===== src/rtl/supply_seq.sv =====
module supply_seq #(
  parameter int CLK_HZ = 200_000_000,
  parameter int REL_US = 64,
  parameter int ENG_US = 64,
  parameter int DIS_US = 14
) (
  input  logic       clk,
  input  logic       rst_n,
  input  logic       por_hi_raw,
  input  logic       por_lo_raw,
  input  logic       uv_rel_raw,
  input  logic       uv_eng_raw,
  input  logic       cfg_fault,
  output logic [1:0] mode,
  output logic       ready
);
  localparam int CYC_US = CLK_HZ / 1_000_000;
  localparam int REL_N  = CYC_US * REL_US;
  localparam int ENG_N  = CYC_US * ENG_US;
  localparam int DIS_N  = CYC_US * DIS_US;
  localparam int MAX_A  = (REL_N > ENG_N) ? REL_N : ENG_N;
  localparam int MAX_N  = (MAX_A > DIS_N) ? MAX_A : DIS_N;
  localparam int CW     = $clog2(MAX_N + 1);

  typedef enum logic [2:0] {S_OFF, S_ARM, S_RUN, S_LOCK, S_FAULT} st_t;

  st_t           state, nxt;
  logic [3:0]    sync1, sync2;
  logic          por_hi_s, por_lo_s, uv_rel_s, uv_eng_s;
  logic [CW-1:0] rel_cnt, eng_cnt, dis_cnt;
  logic          rel_done, eng_done, dis_done;
  logic          in_fault;

  always_ff @(posedge clk or negedge rst_n)
    if (!rst_n) begin
      sync1 <= '0;
      sync2 <= '0;
    end else begin
      sync1 <= {por_hi_raw, por_lo_raw, uv_rel_raw, uv_eng_raw};
      sync2 <= sync1;
    end

  assign {por_hi_s, por_lo_s, uv_rel_s, uv_eng_s} = sync2;

  assign rel_done = (rel_cnt == CW'(REL_N));
  assign eng_done = (eng_cnt == CW'(ENG_N));
  assign dis_done = (dis_cnt == CW'(DIS_N));
  assign in_fault = (state == S_FAULT);

  function automatic logic [CW-1:0] sat_inc(input logic [CW-1:0] c, input int lim);
    return (c == CW'(lim)) ? c : c + 1'b1;
  endfunction

  always_comb begin
    nxt = state;
    unique case (state)
      S_OFF:   if (por_hi_s) nxt = S_ARM;
      S_ARM:   if (rel_done && dis_done) nxt = S_RUN;
      S_RUN:   if (eng_done) nxt = S_LOCK;
      S_LOCK:  if (dis_done) nxt = S_RUN;
      S_FAULT: nxt = S_FAULT;
      default: nxt = S_OFF;
    endcase
    if (por_lo_s && state != S_FAULT) nxt = S_OFF;
    if (cfg_fault) nxt = S_FAULT;
  end

  always_ff @(posedge clk or negedge rst_n)
    if (!rst_n) begin
      state   <= S_OFF;
      rel_cnt <= '0;
      eng_cnt <= '0;
      dis_cnt <= '0;
      ready   <= 1'b0;
    end else begin
      state <= nxt;
      ready <= (nxt == S_RUN) && (state != S_RUN);
      if (nxt != state) begin
        rel_cnt <= '0;
        eng_cnt <= '0;
        dis_cnt <= '0;
      end else begin
        unique case (state)
          S_ARM: begin
            rel_cnt <= sat_inc(rel_cnt, REL_N);
            dis_cnt <= uv_rel_s ? sat_inc(dis_cnt, DIS_N) : '0;
          end
          S_RUN:  eng_cnt <= uv_eng_s ? sat_inc(eng_cnt, ENG_N) : '0;
          S_LOCK: dis_cnt <= uv_rel_s ? sat_inc(dis_cnt, DIS_N) : '0;
          default: ;
        endcase
      end
    end

  always_comb
    unique case (state)
      S_RUN:   mode = 2'b10;
      S_LOCK:  mode = 2'b01;
      default: mode = 2'b00;
    endcase
endmodule


===== config.mk =====
export PLATFORM = sky130hd
export DESIGN_NAME = supply_seq
export DESIGN_NICKNAME = d
export VERILOG_FILES = /design/src/rtl/supply_seq.sv
export SDC_FILE = /design/constraint.sdc
export NUM_CORES = 1
export LEC_CHECK = 0
export BUFFER_PORTS_ARGS = -buffer_cell sky130_fd_sc_hd__buf_2
export CAP_MARGIN = 40
export CORE_UTILIZATION = 62
export CTS_CLUSTER_DIAMETER = 40
export DETAILED_ROUTE_END_ITERATION = 6
export PLACE_DENSITY_LB_ADDON = 0.25
export SLEW_MARGIN = 15
export SYNTH_ARGS = -nofsm -noshare
export SYNTH_HDL_FRONTEND = slang
export SYNTH_SLANG_ARGS = --single-unit
export TNS_END_PERCENT = 1

===== constraint.sdc =====
create_clock -name clk -period 3.1 [get_ports clk]
set_clock_uncertainty 0.2 [all_clocks]
set_input_delay 0 -clock clk [delete_from_list [all_inputs] [get_ports clk]]
set_output_delay 0 -clock clk [all_outputs]
set_load 0.03 [all_outputs]

Word-level counts from Yosys, hierarchy flattened
Cells that the tools add are included.
{"block": "word_totals", "wordCells": 54, "ram_bits": 0, "mem_bits_ro": 0, "mem_count": 0, "latchBits": 0, "output_inout_bits": 3, "input_bits": 7, "register_bits": 54}
{"block": "classes", "n_lt_le_gt_ge": 0, "eq_ne": 14, "bitwise": 0, "mux": 19, "multipliers": 0, "reduce_logical": 11, "addsub": 3, "div_mod_pow": 0, "shifts": 0}
{"operator": "2-to-1 mux 14 bit", "count": 11}
{"operator": "adder 14 x 1 -> 14 bit (second input constant)", "count": 3}
{"operator": "equality test 14 bit (second input constant)", "count": 2}
{"operator": "2-to-1 mux 3 bit", "count": 6}
{"operator": "case mux 3 bit (5 select lines)", "count": 1}
{"operator": "equality test 14 x 12 -> 1 bit (second input constant)", "count": 1}
{"operator": "equality test 3 x 2 -> 1 bit (second input constant)", "count": 3}
{"operator": "!= test 3 x 2 -> 1 bit (second input constant)", "count": 3}
{"operator": "AND reduction 2 bit", "count": 3}
{"operator": "nonzero test 2 bit", "count": 3}
{"operator": "case mux 2 bit (2 select lines)", "count": 1}
{"operator": "equality test 3 x 1 -> 1 bit (second input constant)", "count": 1}
{"operator": "equality test 3 bit (second input constant)", "count": 1}
{"operator": "logical AND 1 bit", "count": 3}
{"operator": "logical NOT 3 bit", "count": 1}
{"operator": "!= test 3 bit", "count": 1}
{"operator": "!= test 3 bit (second input constant)", "count": 1}
{"operator": "!= test 2 x 1 -> 1 bit (second input constant)", "count": 1}
{"operator": "OR reduction 2 bit", "count": 1}

Logic depth before layout (Yosys ltp)
Gate-level depths: netlist (run 1).
{"block": "logic_depth", "ltp_word": 9, "ltp_mapped": 9, "depth_no_buf": 8}

Worst setup path before layout (run 1)
No wires, ideal clock.
{"block": "synth_timing", "path_kind": "reg-to-reg", "from": "register eng_cnt[0]", "to": "register rel_cnt[0]", "path_stages_with_launch": 10, "setup_slack_ns": 0.724, "required_time_ns": 2.766, "setup_ns": 0.134, "arrival_ns": 2.042, "cell_sequence": "dfrtp_1 inv_1 ha_1 nor4b_2 nand4_1 o21a_1 a311oi_2 xor2_2 buf_6 nor3_1"}
{"block": "synth_via", "elab_chain_cells": 8, "word_cells_on_any_way": 10, "cone_classes": "eq/ne: 3; mux: 5; reduce/logical: 2"}
{"element": "start: declaration", "line": "30", "rtl": "logic [CW-1:0] rel_cnt, eng_cnt, dis_cnt;"}
{"element": "start signal: assignment", "line": "88", "rtl": "S_RUN: eng_cnt <= uv_eng_s ? sat_inc(eng_cnt, ENG_N) : '0;"}
{"element": "equality test 14 bit *", "line": "46", "rtl": "assign eng_done = (eng_cnt == CW'(ENG_N));"}
{"element": "2-to-1 mux 3 bit *", "line": "59", "rtl": "S_RUN: if (eng_done) nxt = S_LOCK;"}
{"element": "case mux 3 bit (5 select lines) *", "line": "56", "rtl": "unique case (state)"}
{"element": "2-to-1 mux 3 bit *", "line": "64", "rtl": "if (por_lo_s && state != S_FAULT) nxt = S_OFF;"}
{"element": "2-to-1 mux 3 bit *", "line": "65", "rtl": "if (cfg_fault) nxt = S_FAULT;"}
{"element": "named net nxt[0]", "line": "27", "rtl": "st_t state, nxt;"}
{"element": "!= test 3 bit *", "line": "78", "rtl": "if (nxt != state) begin"}
{"element": "!= test 2 x 1 -> 1 bit (no source line) or nonzero test 2 bit (tied branches)"}
{"element": "AND reduction 2 bit (no source line)"}
{"element": "end signal: assignment", "line": "85", "rtl": "rel_cnt <= sat_inc(rel_cnt, REL_N);"}
{"element": "end: declaration", "line": "30"}
The timed path passes the listed nets; every way through them passes the cells marked *.
A chain may end at the register's enable or synchronous reset.

Final worst setup path (run 1)
{"block": "layout_timing", "from": "register eng_cnt[0]", "to": "register dis_cnt[11]"}
{"block": "layout_via", "elab_chain_cells": 8, "word_cells_on_any_way": 10, "cone_classes": "eq/ne: 3; mux: 5; reduce/logical: 2"}
{"element": "equality test 14 bit *", "line": "46"}
{"element": "2-to-1 mux 3 bit *", "line": "59"}
{"element": "case mux 3 bit (5 select lines) *", "line": "56"}
{"element": "2-to-1 mux 3 bit *", "line": "64"}
{"element": "2-to-1 mux 3 bit *", "line": "65"}
{"element": "named net nxt[0]", "line": "27"}
{"element": "!= test 3 bit *", "line": "78"}
{"element": "!= test 3 x 2 -> 1 bit (no source line) or nonzero test 2 bit (tied branches)"}
{"element": "AND reduction 2 bit (no source line)"}
{"element": "end signal: assignment", "line": "86", "rtl": "dis_cnt <= uv_rel_s ? sat_inc(dis_cnt, DIS_N) : '0;"}
{"element": "end signal: assignment", "line": "89", "rtl": "S_LOCK: dis_cnt <= uv_rel_s ? sat_inc(dis_cnt, DIS_N) : '0;"}
{"element": "end: declaration", "line": "30"}
Marks and branches as above.

==> results.toml, run 1 <==
[clocking]
post_cts.resized_instances = 0
cts-hold-fix-buffers = 7
clock_sink_count = 54
cts_tree = "done"
insertion_delay_ns = 0.30
clk_pin_slew_ns = 0.10
cts_max_level = 2
cts_post_setup_buffers_inserted = 0
tritoncts.num_buffers = 5
clk_root_buffer_cell = "clkbuf_8"
number_of_buffers_on_the_longest_clock_path = 2

[die]
initial_core_util = 0.6608
chipWidth_um = 71.06
fp.dieH_um = 71.06
ioPinCount = 10
row_count = 24
floorplan.die_area_um2 = 5049
core_um2 = 4474

[power_and_ir_drop]
cellPowerDensity_nw_per_um2 = 358.0
power_frac_clock = 0.344
pwr-share-seq = 0.616
p_leak_nw = 1.356
internal-power_mw = 0.9055
totalPowerFinal_mw = 1.162
switching_power_mw = 0.2565
vdd.ir_drop.worst_uv = 293.7
switching_share = 0.2207
comb_power_share = 0.040

[setup_path]
critPathRequiredTime_ns = 3.08
worstSetupStartpointType = "flip-flop"
reg2reg_setup_slack_ns = 0.33
worst_reg2reg_path_length_in_cells = 9
setup.worst_path.class = "reg2reg"
worstPathArrival_ns = 2.75
crit_end_category = "flip-flop"
crit_fanout = 28
r2r-end = "dis_cnt[11]$_DFFE_PN0P_"
worst_reg2reg_path_startpoint = "eng_cnt[0]$_DFFE_PN0P_"

[synth]
async_reset_ff_frac = 1.000
synth-seq-cells = 54
synth.avg_cell_area_um2 = 8.959
synth.yosys.seq_area_share = 0.4570
ys_dominant_reg_cell = "dfrtp_1"
synthesis.instances = 330
synth_xor_xnor_area_share = 0.04994
syn_nets = 343
main_combinational_cell_family_by_area_after_synthesis = "simple AND/OR/NAND/NOR gates"
synth-warning-count = 0
synth-compound-area-share = 0.1130
muxShareOfSynthArea = 0.003386
syn_area_um2 = 2957
synth_simple_gate_area_frac = 0.3081
count_of_flip_flops_with_a_built_in_enable_after_synthesis = 0
synth_cell_type_count = 44
yosys.area_share.adder = 0.02539

[place]
gp_routability_congestion = 0.9103
place_inst = 386
postPlaceCellArea_um2 = 3080
detailed_place_hpwl_um = 4149
placement.io_buffers = 9

[cells_and_area]
layout.core_utilization = 0.7254
nNetsFinal = 361
area_of_all_placed_cells_without_fillers_um2 = 3246
instances_no_fill = 401
filler_cell_count_in_the_final_layout = 330
drive_gt1_frac = 0.09456
layout-area-overhead-vs-synth_pct = 9.776
antenna-diode-count = 0
layout.cells.most_common = "dfrtp_1"
area.sequential_um2 = 1351
layout_common_cells = "dfrtp_1, nor3_1, nand2_1"
multi_input_comb_area_um2 = 1481

[routing]
wl_per_cell_um = 15.17
drt_pass1_iterations = 4
route.vias.total = 2500
avgViaCountPerCell = 6.234
totalWireLength_um = 6084
drt_drc_violations_left = 0
first_iteration_detailed_routing_drc_count = 213
antenna_violating_nets_post_route = 0

[run_status]
run_status = "finished clean"

[timing]
maxSlewViolCount = 0
grt_setup_unrepaired = "false"
setup-violations-final = 0
timing.setup.tns_ns = 0
min_period_ns = 2.768
ratio_of_final_minimum_period_to_clock_period = 0.8929
worstMarginPinSlew_ns = 0.7203
relSlewSlack = 0.5182
final-hold-violation-count = 0
timing.fmax_ghz = 0.3613

[global_route]
track_usage = 0.2688
first_global_vias = 2341
gr-total-overflow = 0
grt_start_max_net_pins = 29
antenna_found_initial = 0
met1_usage = 0.3666
grt_pass1_wl_um = 10740
met3_usage = 0.05271
grt.busiest_layer = "met2"
met2_usage = 0.4455

[hold_path]
worstHoldPathType = "in2async"

[flow_run]
max_cap_viol_count = 0
[sequential cells by signal, indices dropped and copies added, names as in the netlist]
name / count
dis_cnt: 14
eng_cnt: 14
ready: 1
rel_cnt: 14
state: 3
sync1: 4
sync2: 4
[area by class of cell]
type | count | share of cell area
clock buffer | 6 | 0.02544
multi-input combinational | 250 | 0.4564
clock inverter | 2 | 0.003855
timing repair buffer | 25 | 0.06399
tap | 52 | 0.02005
inverter | 12 | 0.01388
sequential | 54 | 0.4163
[cells by family (layout without fill, tap and decap cells)]
kind of cell / count (synthesis) / count (layout)
AND/OR/NAND/NOR: 172 / 172
AO/OA/AOI/OAI: 55 / 55
flip-flops: 54 / 54
buffers and inverters: 26 / 45
XOR/XNOR: 16 / 16
adder cells (fa/ha/maj): 6 / 6
multiplexers: 1 / 1
[worst max-delay path by stage]
stage / from / end / slack, ns / cells past startpoint
floorplan: eng_cnt[0]$_DFFE_PN0P_ / rel_cnt[0]$_DFFE_PN0P_ / 0.72 / 9
CTS: eng_cnt[0]$_DFFE_PN0P_ / dis_cnt[11]$_DFFE_PN0P_ / 0.34 / 9
finish: eng_cnt[0]$_DFFE_PN0P_ / dis_cnt[11]$_DFFE_PN0P_ / 0.33 / 9
detailed placement: eng_cnt[0]$_DFFE_PN0P_ / dis_cnt[11]$_DFFE_PN0P_ / 0.38 / 9
global placement: dis_cnt[0]$_DFFE_PN0P_ / dis_cnt[11]$_DFFE_PN0P_ / 0.53 / 9
global route: eng_cnt[0]$_DFFE_PN0P_ / dis_cnt[11]$_DFFE_PN0P_ / 0.07 / 9
[cells in the mapped netlist, types with 2 or more instances]
cell | instances | area share
nor3_1 | 51 | 0.086
or3_1 | 2 | 0.0042
a22oi_1 | 5 | 0.013
nor4_1 | 5 | 0.011
and2_1 | 4 | 0.0085
o21ai_0 | 16 | 0.027
inv_1 | 12 | 0.015
a21oi_1 | 17 | 0.029
or2_2 | 2 | 0.0042
ha_1 | 6 | 0.025
dfrtp_1 | 54 | 0.46
nor2b_1 | 3 | 0.0063
and4_1 | 2 | 0.0059
nor4b_1 | 3 | 0.0089
clkbuf_1 | 9 | 0.011
xor2_1 | 7 | 0.021
a21o_1 | 7 | 0.018
o21a_1 | 3 | 0.0076
nand4_1 | 9 | 0.019
nand2_1 | 26 | 0.033
nor2_1 | 23 | 0.029
nand3_1 | 20 | 0.034
and3_1 | 9 | 0.019
xnor2_1 | 8 | 0.024
buf_6 | 4 | 0.015
nor3b_1 | 5 | 0.013
[power by group through the flow]
stage | combinational [mW] | sequential, mW | clock, mW
6_report | 0.0465 | 0.716 | 0.400
5_1_grt | 0.0531 | 0.716 | 0.438
4_1_cts | 0.0474 | 0.715 | 0.411
3_5_place_dp | 0.0402 | 0.729 | 0
3_3_place_gp | 0.0363 | 0.729 | 0
2_1_floorplan | 0.0142 | 0.725 | 0
[routing by layer]
metal / share of wire / wire, µm / up-vias
met5: 0 / 0 / -
li1: - / - / 1219
met3: 0.049 / 300 / 9
met4: 0.0087 / 53 / 0
met1: 0.46 / 2770 / 1202
met2: 0.49 / 2960 / 70
[worst max-delay path, cell delays in order (launching register included)]
cell       delay, ns
dfrtp_1         0.41
inv_1           0.11
ha_1            0.15
nor4b_2         0.20
nand4_1         0.22
o21a_1          0.24
a311oi_2        0.42
xor2_2          0.16
buf_12          0.20
a2111oi_0       0.34
[metrics by stage]
step / hold slack [ns] / worst slack [ns]
final: 0.009367 / 0.3320
after global routing: 0.06110 / 0.07097
after CTS: 0.02426 / 0.3440
after detailed placement: -0.2394 / 0.3831
after global placement: -0.09161 / 0.5327
after floorplan: -0.4956 / 0.7236
Note: power is estimated with default switching activity, not from simulation.
==> run 2: changes to the inputs <==
- CELL_PAD_IN_SITES_DETAIL_PLACEMENT: unset -> 0
- CELL_PAD_IN_SITES_GLOBAL_PLACEMENT: unset -> 2
- CORE_UTILIZATION: 62 -> 39
==> run 2 against run 1 <==
Global-route usage down 7.6 points. Sequential share of layout area shrank 1.0 points. Core utilization is 27 points lower. Final cell count grew 12%. Critical path depth did not move. Sequential power barely moved. Non-clock buffer count up 1.
==> results.toml, run 2 (same netlist as run 1, synthesis figures left out) <==
[timing]
maxSlewViolCount = 0
worstMarginPinSlew_ns = 0.7639
relSlewSlack = 0.4908
timing.fmax_ghz = 0.3543
min_period_ns = 2.822
final.hold.worst_slack_ns = 0.08764
final-hold-violation-count = 0
setup-violations-final = 0
ratio_of_final_minimum_period_to_clock_period = 0.9104
grt_setup_unrepaired = "false"
timing.setup.tns_ns = 0

[power_and_ir_drop]
power_frac_clock = 0.392
internal-power_mw = 0.9639
p_leak_nw = 1.370
switching_power_mw = 0.2810
pwr-share-seq = 0.575
switching_share = 0.2257
cellPowerDensity_nw_per_um2 = 374.3
comb_power_share = 0.034
vdd.ir_drop.worst_uv = 178.8

[clocking]
clock_sink_count = 54
clk_pin_slew_ns = 0.10
cts_max_level = 2
clk_root_buffer_cell = "clkbuf_8"
post_cts.resized_instances = 0
tritoncts.num_buffers = 5
insertion_delay_ns = 0.31
cts_tree = "done"
number_of_buffers_on_the_longest_clock_path = 2

[die]
row_count = 31
floorplan.die_area_um2 = 7933
initial_core_util = 0.4055
ioPinCount = 10
core_um2 = 7292
chipWidth_um = 89.07
fp.dieH_um = 89.07

[setup_path]
critical_path.cell_chain = "inv_1 > ha_1 > nor4b_2 > nand4_1 > o21a_1 > a311oi_2 > xor2_4 > buf_4 > nor3_1"
crit_fanout = 11
setup.worst_path.class = "reg2reg"
r2r-end = "eng_cnt[5]$_DFFE_PN0P_"
worst_reg2reg_path_startpoint = "eng_cnt[0]$_DFFE_PN0P_"
worst_reg2reg_path_length_in_cells = 9
setup.worst_path.start = "eng_cnt[0]$_DFFE_PN0P_"
maximum_single_stage_delay_on_the_critical_path_ns = 0.50
crit_end_category = "flip-flop"
worstPathArrival_ns = 2.82
cp_slowest_cell = "a311oi_2"
critPathRequiredTime_ns = 3.10
reg2reg_setup_slack_ns = 0.28
endpoint = "eng_cnt[5]$_DFFE_PN0P_"
worstSetupStartpointType = "flip-flop"

[routing]
antenna_violating_nets_post_route = 0
drt_pass1_iterations = 4
totalWireLength_um = 6837
wl_per_cell_um = 15.23
avgViaCountPerCell = 5.457
drt_drc_violations_left = 0
first_iteration_detailed_routing_drc_count = 218
route.vias.total = 2450

[place]
placement.io_buffers = 9
detailed_place_hpwl_um = 4608
gp_routability_congestion = 0.7356

[cells_and_area]
layout.cells.most_common = "dfrtp_1"
drive_gt1_frac = 0.1000
top_regs = "dis_cnt x14, eng_cnt x14, rel_cnt x14"
layout-area-overhead-vs-synth_pct = 12.48
nNetsFinal = 362
antenna-diode-count = 0
layout_common_cells = "dfrtp_1, nor3_1, nand2_1"
filler_cell_count_in_the_final_layout = 774

[flow_run]
max_cap_viol_count = 0

[global_route]
gr-total-overflow = 0
antenna_found_initial = 0
first_global_vias = 2341
grt_pass1_wl_um = 11630
grt_start_max_net_pins = 33
track_usage = 0.1929

[hold_path]
worstHoldPathType = "in2async"

[run_status]
run_status = "finished clean"
[run 2: stage by stage]
step | total power, mW | cell area, µm² | instances | setup slack, ns | util
5_1_grt | 1.297 | 3326 | 449 | 0.06447 | 0.4561
3_5_place_dp | 0.7677 | 3153 | 435 | 0.3038 | 0.4324
4_1_cts | 1.260 | 3326 | 449 | 0.2760 | 0.4561
2_1_floorplan | 0.7392 | 2957 | 330 | 0.7236 | -
6_report | 1.245 | 3326 | 449 | 0.2776 | 0.4561
3_3_place_gp | 0.7673 | 3153 | 435 | 0.3814 | 0.4324
[run 2: worst min path at each step]
stage                                  end  slack, ns  startpoint
finish              dis_cnt[4]$_DFFE_PN0P_       0.09       rst_n
floorplan           dis_cnt[0]$_DFFE_PN0P_      -0.50       rst_n
global placement        sync1[1]$_DFF_PN0_      -0.09  uv_rel_raw
global route            sync1[1]$_DFF_PN0_       0.11  uv_rel_raw
CTS                     sync1[3]$_DFF_PN0_       0.11  por_hi_raw
detailed placement      sync1[1]$_DFF_PN0_      -0.09  uv_rel_raw
[run 2: critical path, delay by kind of cell (launching register included)]
kind	cells	cell delay [ns]
AOI/OAI and AO/OA	2	0.73
xor gates and xnor gates	1	0.40
adders and majority gates	1	0.15
buffers and inverters	2	0.35
DFF	1	0.43
and+or+nand+nor	3	0.44
[run 2: repair_timing]
item	in CTS	in global routing
hold endpoints to repair	39	0
setup buffers	0	0
hold buffers	6	0
setup endpoints to repair	0	0
[run 2: final cells by class]
type | count | area, µm² | share of cell area
tap | 99 | 123.9 | 0.03725
clock inverter | 3 | 43.79 | 0.01317
inverter | 12 | 45.04 | 0.01354
timing repair buffer | 26 | 200.2 | 0.06020
multi-input combinational | 250 | 1493 | 0.4488
sequential | 54 | 1351 | 0.4063
clock buffer | 5 | 68.82 | 0.02069
[run 2: power by group through the flow]
stage / logic (mW) / registers (mW) / clock network (mW)
5_1_grt: 0.0487 / 0.717 / 0.531
4_1_cts: 0.0439 / 0.716 / 0.500
2_1_floorplan: 0.0142 / 0.725 / 0
3_3_place_gp: 0.0378 / 0.730 / 0
3_5_place_dp: 0.0381 / 0.730 / 0
6_report: 0.0419 / 0.715 / 0.488
[run 2: routing by layer]
layer	GRT usage	vias to the layer above	wire, µm	part of all wire
met3	0.03047	6	192	0.028
met5	0	-	0	0
li1	-	1221	-	-
met1	0.2841	1189	3569	0.52
met2	0.2993	34	3018	0.44
met4	0.04473	0	57	0.0083
